[src/rtl/srw_pkg.sv]
// Shared types and elaboration helpers for the serial register writer.
// Assumes nothing beyond integer parameters being positive.
package srw_pkg;

    typedef enum logic [2:0] {
        ST_IDLE,
        ST_LEAD,
        ST_HIGH,
        ST_LOW,
        ST_TAIL,
        ST_GAP
    } seq_state_t;

    function automatic int max_of(input int a, input int b);
        return (a > b) ? a : b;
    endfunction

    function automatic int width_for(input int v);
        return (v < 2) ? 1 : $clog2(v + 1);
    endfunction

endpackage

[src/rtl/srw_seq.sv]
// Frame sequencer: owns chip select and the serial clock, times every
// phase with one down-counter and emits strobes for the shift datapath.
// Assumes all cycle-count parameters are at least 1.
module srw_seq
    import srw_pkg::*;
#(
    parameter int DATA_W         = 8,
    parameter int CS_TO_RISE_CYC = 1,
    parameter int CS_TO_FALL_CYC = 8,
    parameter int SCK_HI_CYC     = 6,
    parameter int SCK_LO_CYC     = 6,
    parameter int TAIL_CYC       = 8,
    parameter int GAP_CYC        = 20
) (
    input  logic clk,
    input  logic rst_n,
    input  logic cmd_valid,
    output logic cmd_ready,
    output logic cs_n,
    output logic sck,
    output logic load_stb,
    output logic rise_stb,
    output logic fall_stb,
    output logic last_stb,
    output logic cs_rise_stb
);

    localparam int LEAD_CYC = max_of(max_of(CS_TO_RISE_CYC, SCK_LO_CYC),
                                     CS_TO_FALL_CYC - SCK_HI_CYC);
    localparam int LONGEST  = max_of(max_of(max_of(LEAD_CYC, SCK_HI_CYC),
                                            max_of(SCK_LO_CYC, TAIL_CYC)),
                                     max_of(GAP_CYC, CS_TO_FALL_CYC));
    localparam int CNT_W    = width_for(LONGEST);
    localparam int IDX_W    = width_for(DATA_W - 1);
    localparam int RC_W     = width_for(DATA_W);

    localparam logic [CNT_W-1:0] LEAD_M1 = CNT_W'(LEAD_CYC - 1);
    localparam logic [CNT_W-1:0] HI_M1   = CNT_W'(SCK_HI_CYC - 1);
    localparam logic [CNT_W-1:0] LO_M1   = CNT_W'(SCK_LO_CYC - 1);
    localparam logic [CNT_W-1:0] TAIL_M1 = CNT_W'(TAIL_CYC - 1);
    localparam logic [CNT_W-1:0] GAP_M1  = CNT_W'(GAP_CYC - 1);
    localparam logic [CNT_W-1:0] CNT_MAX = {CNT_W{1'b1}};
    localparam logic [IDX_W-1:0] LAST_IDX = IDX_W'(DATA_W - 1);

    seq_state_t       state;
    logic [CNT_W-1:0] cnt;
    logic [IDX_W-1:0] bit_idx;
    logic             cnt_zero;

    // Purpose: decode phase-end strobes from the state and counter.
    always_comb begin
        cnt_zero    = (cnt == '0);
        cmd_ready   = (state == ST_IDLE);
        load_stb    = cmd_ready && cmd_valid;
        rise_stb    = ((state == ST_LEAD) || (state == ST_LOW)) && cnt_zero;
        fall_stb    = (state == ST_HIGH) && cnt_zero;
        last_stb    = fall_stb && (bit_idx == LAST_IDX);
        cs_rise_stb = (state == ST_TAIL) && cnt_zero;
    end

    // Purpose: step through lead, bit phases, tail and gap.
    always_ff @(posedge clk) begin
        if (!rst_n) begin
            state   <= ST_IDLE;
            cnt     <= '0;
            bit_idx <= '0;
            cs_n    <= 1'b1;
            sck     <= 1'b0;
        end else begin
            case (state)
                ST_IDLE: begin
                    if (load_stb) begin
                        state   <= ST_LEAD;
                        cnt     <= LEAD_M1;
                        cs_n    <= 1'b0;
                        bit_idx <= '0;
                    end
                end
                ST_LEAD, ST_LOW: begin
                    if (cnt_zero) begin
                        state <= ST_HIGH;
                        cnt   <= HI_M1;
                        sck   <= 1'b1;
                    end else begin
                        cnt <= cnt - 1'b1;
                    end
                end
                ST_HIGH: begin
                    if (cnt_zero) begin
                        sck <= 1'b0;
                        if (bit_idx == LAST_IDX) begin
                            state <= ST_TAIL;
                            cnt   <= TAIL_M1;
                        end else begin
                            state   <= ST_LOW;
                            cnt     <= LO_M1;
                            bit_idx <= bit_idx + 1'b1;
                        end
                    end else begin
                        cnt <= cnt - 1'b1;
                    end
                end
                ST_TAIL: begin
                    if (cnt_zero) begin
                        state <= ST_GAP;
                        cnt   <= GAP_M1;
                        cs_n  <= 1'b1;
                    end else begin
                        cnt <= cnt - 1'b1;
                    end
                end
                ST_GAP: begin
                    if (cnt_zero) state <= ST_IDLE;
                    else          cnt   <= cnt - 1'b1;
                end
                default: state <= ST_IDLE;
            endcase
        end
    end

    // Checker state: phase-length counters driven from the pins alone.
    logic [CNT_W-1:0] hi_run, lo_run, csl_run, hcs_run;
    logic [RC_W-1:0]  rise_cnt;
    logic             sck_q;

    // Purpose: measure high, low, chip-select-low and chip-select-high runs.
    always_ff @(posedge clk) begin
        if (!rst_n) begin
            hi_run   <= '0;
            lo_run   <= CNT_MAX;
            csl_run  <= '0;
            hcs_run  <= CNT_MAX;
            rise_cnt <= '0;
            sck_q    <= 1'b0;
        end else begin
            sck_q   <= sck;
            hi_run  <= !sck ? '0 : (hi_run == CNT_MAX ? hi_run : hi_run + 1'b1);
            lo_run  <= sck  ? '0 : (lo_run == CNT_MAX ? lo_run : lo_run + 1'b1);
            csl_run <= cs_n ? '0 : (csl_run == CNT_MAX ? csl_run : csl_run + 1'b1);
            hcs_run <= !cs_n ? '0 : (hcs_run == CNT_MAX ? hcs_run : hcs_run + 1'b1);
            if (cs_n)               rise_cnt <= '0;
            else if (sck && !sck_q) rise_cnt <= rise_cnt + 1'b1;
        end
    end

    a_r5_high_width: assert property (@(posedge clk) disable iff (!rst_n)
        $fell(sck) |-> hi_run >= CNT_W'(SCK_HI_CYC));
    a_r5_low_width: assert property (@(posedge clk) disable iff (!rst_n)
        ($rose(sck) && rise_cnt != '0) |-> lo_run >= CNT_W'(SCK_LO_CYC));
    a_r4_first_rise: assert property (@(posedge clk) disable iff (!rst_n)
        ($rose(sck) && rise_cnt == '0) |-> csl_run >= CNT_W'(CS_TO_RISE_CYC));
    a_r4_first_fall: assert property (@(posedge clk) disable iff (!rst_n)
        ($fell(sck) && rise_cnt == RC_W'(1)) |-> csl_run >= CNT_W'(CS_TO_FALL_CYC));
    a_r7_tail: assert property (@(posedge clk) disable iff (!rst_n)
        $rose(cs_n) |-> lo_run >= CNT_W'(TAIL_CYC));
    a_r12_eight_rises: assert property (@(posedge clk) disable iff (!rst_n)
        $rose(cs_n) |-> rise_cnt == RC_W'(DATA_W));
    a_r8_gap: assert property (@(posedge clk) disable iff (!rst_n)
        $fell(cs_n) |-> hcs_run >= CNT_W'(GAP_CYC));
    a_r8_ready_low: assert property (@(posedge clk) disable iff (!rst_n)
        !cs_n |-> !cmd_ready);
    a_r2_sck_framed: assert property (@(posedge clk) disable iff (!rst_n)
        sck |-> !cs_n);

endmodule

[src/rtl/srw_shift.sv]
// Shift datapath: loads the command byte, presents one bit per rising
// serial clock on data-out and collects data-in at each falling edge.
// Assumes the strobes come from srw_seq and DATA_W is at least 3.
module srw_shift #(
    parameter int DATA_W = 8
) (
    input  logic              clk,
    input  logic              rst_n,
    input  logic [DATA_W-1:0] cmd_data,
    input  logic              load_stb,
    input  logic              rise_stb,
    input  logic              fall_stb,
    input  logic              last_stb,
    input  logic              so,
    output logic              si,
    output logic [DATA_W-1:0] rx_data,
    output logic              rx_done
);

    logic [DATA_W-1:0] tx_sh;
    logic [DATA_W-2:0] rx_sh;

    // Purpose: move transmit bits out and receive bits in.
    always_ff @(posedge clk) begin
        if (!rst_n) begin
            tx_sh   <= '0;
            rx_sh   <= '0;
            si      <= 1'b0;
            rx_data <= '0;
            rx_done <= 1'b0;
        end else begin
            rx_done <= last_stb;
            if (load_stb) begin
                tx_sh <= cmd_data;
            end else if (rise_stb) begin
                si    <= tx_sh[DATA_W-1];
                tx_sh <= {tx_sh[DATA_W-2:0], 1'b0};
            end
            if (fall_stb) rx_sh   <= {rx_sh[DATA_W-3:0], so};
            if (last_stb) rx_data <= {rx_sh, so};
        end
    end

    logic sck_hi_q;

    // Purpose: remember whether the previous cycle ended a rise strobe window.
    always_ff @(posedge clk) begin
        if (!rst_n) sck_hi_q <= 1'b0;
        else        sck_hi_q <= rise_stb;
    end

    a_r3_done_single: assert property (@(posedge clk) disable iff (!rst_n)
        rx_done |=> !rx_done);
    a_r6_si_only_at_rise: assert property (@(posedge clk) disable iff (!rst_n)
        !sck_hi_q |-> $stable(si));

endmodule

[src/rtl/srw_ih.sv]
// Integrate/hold gate: defers a raise request until a guard time after
// the last chip select rise, and reports settled integrate/hold states.
// Assumes ih_req is a level and cs_rise_stb marks each chip select rise.
module srw_ih
    import srw_pkg::*;
#(
    parameter int IH_GUARD_CYC    = 800,
    parameter int INT_SETTLE_CYC  = 2000,
    parameter int HOLD_SETTLE_CYC = 2000
) (
    input  logic clk,
    input  logic rst_n,
    input  logic ih_req,
    input  logic cs_n,
    input  logic cs_rise_stb,
    output logic int_hold,
    output logic integrating,
    output logic holding
);

    localparam int GD_W = width_for(IH_GUARD_CYC);
    localparam int ST_W = width_for(max_of(INT_SETTLE_CYC, HOLD_SETTLE_CYC));
    localparam logic [GD_W-1:0] GD_LOAD = GD_W'(IH_GUARD_CYC);
    localparam logic [GD_W-1:0] GD_MAX  = {GD_W{1'b1}};
    localparam logic [ST_W-1:0] ST_MAX  = {ST_W{1'b1}};
    localparam logic [ST_W-1:0] INT_LIM = ST_W'(INT_SETTLE_CYC);
    localparam logic [ST_W-1:0] HLD_LIM = ST_W'(HOLD_SETTLE_CYC);

    logic [GD_W-1:0] guard;
    logic [ST_W-1:0] settle;
    logic            ih_nxt;

    // Purpose: raise only when the guard has expired and no frame is open.
    always_comb begin
        ih_nxt      = ih_req && (int_hold || (guard == '0 && cs_n));
        integrating = int_hold && (settle >= INT_LIM);
        holding     = !int_hold && (settle >= HLD_LIM);
    end

    // Purpose: run the guard timer, the control line and the settle timer.
    always_ff @(posedge clk) begin
        if (!rst_n) begin
            guard    <= '0;
            int_hold <= 1'b0;
            settle   <= '0;
        end else begin
            if (cs_rise_stb)       guard <= GD_LOAD;
            else if (guard != '0)  guard <= guard - 1'b1;
            int_hold <= ih_nxt;
            if (ih_nxt != int_hold)  settle <= '0;
            else if (settle != ST_MAX) settle <= settle + 1'b1;
        end
    end

    logic [GD_W-1:0] since_cs;
    logic [ST_W-1:0] hi_run;

    // Purpose: checker timers driven from chip select and the control line.
    always_ff @(posedge clk) begin
        if (!rst_n) begin
            since_cs <= GD_MAX;
            hi_run   <= '0;
        end else begin
            since_cs <= !cs_n ? '0 : (since_cs == GD_MAX ? since_cs : since_cs + 1'b1);
            hi_run   <= !int_hold ? '0 : (hi_run == ST_MAX ? hi_run : hi_run + 1'b1);
        end
    end

    a_r9_guard_respected: assert property (@(posedge clk) disable iff (!rst_n)
        $rose(int_hold) |-> since_cs >= GD_LOAD);
    a_r10_drop_follows: assert property (@(posedge clk) disable iff (!rst_n)
        !ih_req |=> !int_hold);
    a_r11_integrate_settled: assert property (@(posedge clk) disable iff (!rst_n)
        $rose(integrating) |-> hi_run >= INT_LIM);

endmodule

[src/rtl/ser_reg_writer.sv]
// Top of the timed serial register writer: joins the frame sequencer,
// the shift datapath and the integrate/hold gate.
// Assumes one clock domain; all delays are given in system clock cycles.
module ser_reg_writer
    import srw_pkg::*;
#(
    parameter int DATA_W          = 8,
    parameter int CS_TO_RISE_CYC  = 1,
    parameter int CS_TO_FALL_CYC  = 8,
    parameter int SCK_HI_CYC      = 6,
    parameter int SCK_LO_CYC      = 6,
    parameter int TAIL_CYC        = 8,
    parameter int GAP_CYC         = 20,
    parameter int IH_GUARD_CYC    = 800,
    parameter int INT_SETTLE_CYC  = 2000,
    parameter int HOLD_SETTLE_CYC = 2000
) (
    input  logic              clk,
    input  logic              rst_n,
    input  logic [DATA_W-1:0] cmd_data,
    input  logic              cmd_valid,
    output logic              cmd_ready,
    input  logic              ih_req,
    output logic              ser_cs_n,
    output logic              ser_sck,
    output logic              ser_si,
    input  logic              ser_so,
    output logic [DATA_W-1:0] rx_data,
    output logic              rx_done,
    output logic              int_hold,
    output logic              periph_integrating,
    output logic              periph_holding
);

    logic load_stb, rise_stb, fall_stb, last_stb, cs_rise_stb;

    srw_seq #(
        .DATA_W(DATA_W), .CS_TO_RISE_CYC(CS_TO_RISE_CYC),
        .CS_TO_FALL_CYC(CS_TO_FALL_CYC), .SCK_HI_CYC(SCK_HI_CYC),
        .SCK_LO_CYC(SCK_LO_CYC), .TAIL_CYC(TAIL_CYC), .GAP_CYC(GAP_CYC)
    ) u_seq (
        .clk(clk), .rst_n(rst_n), .cmd_valid(cmd_valid), .cmd_ready(cmd_ready),
        .cs_n(ser_cs_n), .sck(ser_sck), .load_stb(load_stb),
        .rise_stb(rise_stb), .fall_stb(fall_stb), .last_stb(last_stb),
        .cs_rise_stb(cs_rise_stb)
    );

    srw_shift #(.DATA_W(DATA_W)) u_shift (
        .clk(clk), .rst_n(rst_n), .cmd_data(cmd_data), .load_stb(load_stb),
        .rise_stb(rise_stb), .fall_stb(fall_stb), .last_stb(last_stb),
        .so(ser_so), .si(ser_si), .rx_data(rx_data), .rx_done(rx_done)
    );

    srw_ih #(
        .IH_GUARD_CYC(IH_GUARD_CYC), .INT_SETTLE_CYC(INT_SETTLE_CYC),
        .HOLD_SETTLE_CYC(HOLD_SETTLE_CYC)
    ) u_ih (
        .clk(clk), .rst_n(rst_n), .ih_req(ih_req), .cs_n(ser_cs_n),
        .cs_rise_stb(cs_rise_stb), .int_hold(int_hold),
        .integrating(periph_integrating), .holding(periph_holding)
    );

    a_r3_done_in_frame: assert property (@(posedge clk) disable iff (!rst_n)
        rx_done |-> !ser_cs_n);

endmodule

[config.mk]
export PLATFORM = sky130hd
export DESIGN_NAME = ser_reg_writer
export DESIGN_NICKNAME = d
export VERILOG_FILES = /design/src/rtl/srw_pkg.sv /design/src/rtl/srw_seq.sv /design/src/rtl/srw_shift.sv /design/src/rtl/srw_ih.sv /design/src/rtl/ser_reg_writer.sv
export SDC_FILE = /design/constraint.sdc
export NUM_CORES = 1
export LEC_CHECK = 0
export ABC_AREA = 1
export CELL_PAD_IN_SITES_DETAIL_PLACEMENT = 0
export CELL_PAD_IN_SITES_GLOBAL_PLACEMENT = 1
export CORE_MARGIN = 4
export CORE_UTILIZATION = 41
export DETAILED_ROUTE_END_ITERATION = 12
export GPL_ROUTABILITY_DRIVEN = 0
export GPL_TIMING_DRIVEN = 0
export PLACE_DENSITY_LB_ADDON = 0.1
export SYNTH_ARGS = -nofsm -noshare
export SYNTH_HDL_FRONTEND = slang
export SYNTH_SLANG_ARGS = --single-unit
[constraint.sdc]
create_clock -name clk -period 1.9 [get_ports clk]
set_input_delay 0.19 -clock clk [delete_from_list [all_inputs] [get_ports clk]]
set_output_delay 0.19 -clock clk [all_outputs]
set_load 0.01 [all_outputs]
# == Yosys cells after proc, flatten, opt, wreduce, memory -nomap -nowiden ==
# Index checks and enable logic that the tools add are counted.
# totals
regBits,60
in_bits,13
output_inout_bits,16
elab_cells,94
# classes
add_sub_neg,4
magnitude_cmp,1
eq_ne,15
mux,27
bitwise,2
reduce_logical,31
# op_table
operator,count
2-to-1 mux 3 bit,9
2-to-1 mux 5 bit,5
case mux 5 bit (5 select lines),1
2-to-1 mux 10 bit,2
2-to-1 mux 8 bit,2
case mux 3 bit (5 select lines),1
adder 11 x 1 -> 11 bit (second input constant),1
>= comparator 11 bit (second input constant),1
!= test 11 bit (second input constant),1
zero test 10 bit,1
!= test 2 x 1 -> 1 bit (second input constant),5
nonzero test 10 bit,1
nonzero test 2 bit,5
subtractor 10 x 1 -> 10 bit (second input constant),1
== test 3 bit (second input constant),3
logical AND 1 bit,9
AND reduction 3 bit,3
== test 3 x 2 -> 1 bit (second input constant),2
case mux 3 bit (2 select lines),1
OR reduction 2 bit,3
zero test 5 bit,1
AND reduction 5 bit,1
nonzero test 5 bit,1
subtractor 5 x 1 -> 5 bit (second input constant),1
13 further kinds,19

# == Longest topological paths before layout ==
# logic_depth
word_depth,6
ltp_mapped,10
ltp_nobuf,9

# == Modules after synthesis ==
# From an unflattened synthesis, not the netlist that was laid out.
# hier_totals
hier_cells,420
area_unflattened_um2,2965.3
# by_module_without_submodules
mod,instances,cells_each,area_each_um2,seq_area_each_um2
srw_ih,1,167,1166.1,440.4
srw_shift,1,130,983.4,500.5
srw_seq,1,123,815.8,260.2

# == Worst setup path before layout ==
# No wires, ideal clock.
# synth_path
path_kind,register -> register
from,register u_seq.cnt[0]
to,register u_shift.tx_sh[7]
setup_time_ns,0.116
arrival_ns,1.311
required_ns,1.784
setup_slack_ns,0.473
stages_incl_launch_ff,9
n_path_buf,0
period_less_slack_ns,1.427
path_cell_list,dfxtp_1 -> inv_1 -> ha_1 -> nand3_4 -> nor2_4 -> nor2_4 -> clkinv_4 -> o21ai_0 -> nor2_1
# synth_via
elab_chain_len,3
# synth_lines
item,line,text
from (decl),srw_seq.sv:46,logic [CNT_W-1:0] cnt;
from (signal assigned),srw_seq.sv:85,cnt <= cnt - 1'b1;
from (signal assigned),srw_seq.sv:100,cnt <= cnt - 1'b1;
from (signal assigned),srw_seq.sv:109,cnt <= cnt - 1'b1;
zero test 5 bit,srw_seq.sv:52,cnt_zero = (cnt == '0);
logical AND 1 bit,srw_seq.sv:55,rise_stb = ((state == ST_LEAD) || (state == ST_LOW)) && cnt_zero;
nonzero test 2 bit (no source line),--,
to (signal assigned),srw_shift.sv:34,tx_sh <= cmd_data;
to (signal assigned),srw_shift.sv:37,"tx_sh <= {tx_sh[DATA_W-2:0], 1'b0};"
to (decl),srw_shift.sv:20,logic [DATA_W-1:0] tx_sh;
# No other way between the ends.
# A chain may end at the register's enable or synchronous reset.

# == Worst setup path after layout ==
# layout_path
from,register u_seq.state[1]
to,output cmd_ready
# layout_via
elab_chain_len,1
# layout_lines
item,line,text
from (decl),srw_seq.sv:45,seq_state_t state;
from (signal assigned),srw_seq.sv:64,state <= ST_IDLE;
from (signal assigned),srw_seq.sv:73,state <= ST_LEAD;
from (signal assigned),srw_seq.sv:81,state <= ST_HIGH;
zero test 3 bit,srw_seq.sv:53,cmd_ready = (state == ST_IDLE);
to (decl),ser_reg_writer.sv:22,"output logic cmd_ready,"
# No other way between the ends.

==> results.toml <==
[outcome]
status = "finished clean"

[power_and_ir_drop]
p_total_mw = 4.70
p_leak_nw = 1.47
power_density_mw_per_mm2 = 1340
ir_worst_vdd_uv = 587

[worst_setup_path]
crit_chain = "inv_2 > nand2_2 > nor2_1 > clkdlybuf4s50_1"
critPathTopFamily = "buffers and inverters"
cp_num_buf_inv = 2
reg2reg_slack_ns = 0.26
crit_type = "register to output pin"
critPathRequiredTime_ns = 1.71
worstPathArrival_ns = 1.55
worstPathMaxFanout = 7
max_stage_delay_ns = 0.49
slowest_stage = "dfxtp_1"
crit_path_end_kind = "output pin"
cp-start-kind = "register"

[floorplan]
core_area_mm2 = 0.00683
dieHeight_um = 91.9
fp-row-count = 30
io_pins = 29
dieArea_mm2 = 0.00845
initial_core_util_pct = 42.3
die_w_um = 91.9

[drt]
dr_total_vias = 2522
totalWireLength_um = 6090
postRouteAntennaNets = 0
vias_per_cell = 4.64
drc = 0
drt_first_pass_iters = 4
initialDrtViolationCount = 90
wl_per_cell_um = 11.2

[clock_network]
cts_tree = "built"
cts_setup_buffers = 0
cts.sinks = 60
clkLatencyLatePin_ns = 0.34
root_buffer = "clkbuf_8"
htree_levels = 3
cts_buffers = 9
cts_buffer_depth = 2
cts.reportedPaths.clkPinSlew_ns = 0.07

[place]
dp.cells = 527
dp_worst_setup_slack_ns = 0.173
io_buffers = 28
hpwlAfterDp_um = 4350

[global_route]
antenna_found_initial = 0
grt_max_degree = 12
first_global_vias = 2389
grt_usage_pct = 15.5
grt.overflow.total = 0
grt_pass1_wl_um = 10500

[yosys]
syn_area_mm2 = 0.00289
synthesis.nets = 423
yosys_warnings = 0
synth.distinct_cells = 33
ys_seq_area_share_pct = 41.6
synth-seq-cells = 60
synth.avg_cell_area_um2 = 7.17
netlist_instances = 403

[layout]
final_nets = 462
mostFrequentLayoutCell = "nand2_1"
area_growth_pct = 21.6
drive_gt1_share_pct = 10.3
mostFrequentLayoutCells = "103 x nand2_1, 60 x dfxtp_1, 57 x nor2_1"
layoutNonFillerInstCount = 543
antenna_cells = 0

[timing]
hold_viol_final = 0
holdWs_ns = 0.404
setup_slack_ns = 0.163
period_needed_ns = 1.74
tightest_slew_ns = 0.508
relSlewSlack_pct = 66.1
period_share_pct = 91.4
finalSetupTns_ns = 0
slew_violations = 0
setup_viol = 0
fin_skew_ns = 0.00931
fmax_mhz = 576
rsz0062_at_grt = "false"

[flow_run]
cap_violations = 0

[worst_hold_path]
hold_path.class = "input port to register"
## worst register-to-register path: stages, from the launching register on
cell and delay, ns:
dfxtp_1 0.32, inv_1 0.08, ha_1 0.28, nand3_4 0.22
nor2_4 0.07, nor2_4 0.23, clkinv_4 0.13, o21ai_0 0.16
nor2_1 0.05
## metrics by stage
step | utilization [%] | cell area (um^2)
6_report | 51.4 | 3510
5_1_grt | 51.4 | 3510
4_1_cts | 51.3 | 3510
3_5_place_dp | 48.2 | 3290
3_3_place_gp | 48.2 | 3290
2_1_floorplan | - | 2890
## final cells by class
type | count | area (um^2)
Multi-Input combinational cell | 292 | 1470
Tap cell | 96 | 120
Buffer | 9 | 60.1
Inverter | 42 | 165
Clock inverter | 6 | 88.8
Fill cell | 722 | 3320
Timing Repair Buffer | 28 | 285
Clock buffer | 10 | 128
Sequential cell | 60 | 1200
## worst paths after layout
| path | startpoint | to | cells after the start |
|---|---|---|---|
| setup / recovery | u_seq.state[1] | cmd_ready | 4 |
| hold / removal | ser_so | u_shift.rx_sh[0] | 3 |
| setup reg to reg | u_seq.cnt[0] | u_shift.tx_sh[7] | 8 |
| hold reg to reg | u_ih.settle[10] | u_ih.settle[10] | 2 |
## routing by layer
layer  track usage, %  up-vias  wire length [um]
li1                 -     1364                 -
met1             19.5     1120              3010
met2             24.6       28              2760
met3             4.76       10               215
met4             6.31        0               104
met5                0        -                 0
## registers in the layout, summed over array words and instances, names as in the netlist
signal,cells
u_ih.guard,10
u_ih.int_hold,1
u_ih.settle,11
u_seq.bit_idx,3
u_seq.cnt,5
u_seq.cs_n,1
u_seq.sck,1
u_seq.state,3
u_shift.rx_data,8
u_shift.rx_done,1
u_shift.rx_sh,7
u_shift.si,1
u_shift.tx_sh,8
## kinds of logic after synthesis
logic type / after synthesis / share of synthesized area [%]
compound gates: 65 / 11.6
xor+xnor: 12 / 3.64
fa+ha+maj: 7 / 3.03
buf+inv: 51 / 7.80
flops: 60 / 41.6
simple gates: 208 / 32.4
## power breakdown
group          internal (mW)  switching, mW  leakage, nW
Clock                  0.738          0.533        0.102
Combinational          0.680           1.06        0.880
Sequential              1.50          0.197        0.489
Total                   2.92           1.79         1.47
## cells in the mapped netlist, drive strengths merged
cell | instances | area, um^2
clkbuf | 4 | 15.0
buf | 5 | 45.0
xnor2 | 5 | 43.8
clkinv | 1 | 8.76
nor3 | 4 | 31.3
xor2 | 7 | 61.3
a21oi | 42 | 214
o21ai | 22 | 114
dfxtp | 60 | 1200
nor3b | 1 | 7.51
and2 | 1 | 6.26
nand3b | 1 | 7.51
or2 | 2 | 15.0
ha | 7 | 87.6
nand2 | 106 | 405
a31oi | 1 | 6.26
inv | 41 | 156
nand4 | 4 | 25.0
nand3 | 21 | 123
nor2 | 68 | 315
## repair_timing
| action | 4_1_cts | 5_1_grt |
|---|---|---|
| gates resized for setup | 0 | 3 |
| hold buffers | 0 | 0 |
| endpoints found under the setup margin | 0 | 4 |
Note: power is estimated with default switching activity, not from simulation.
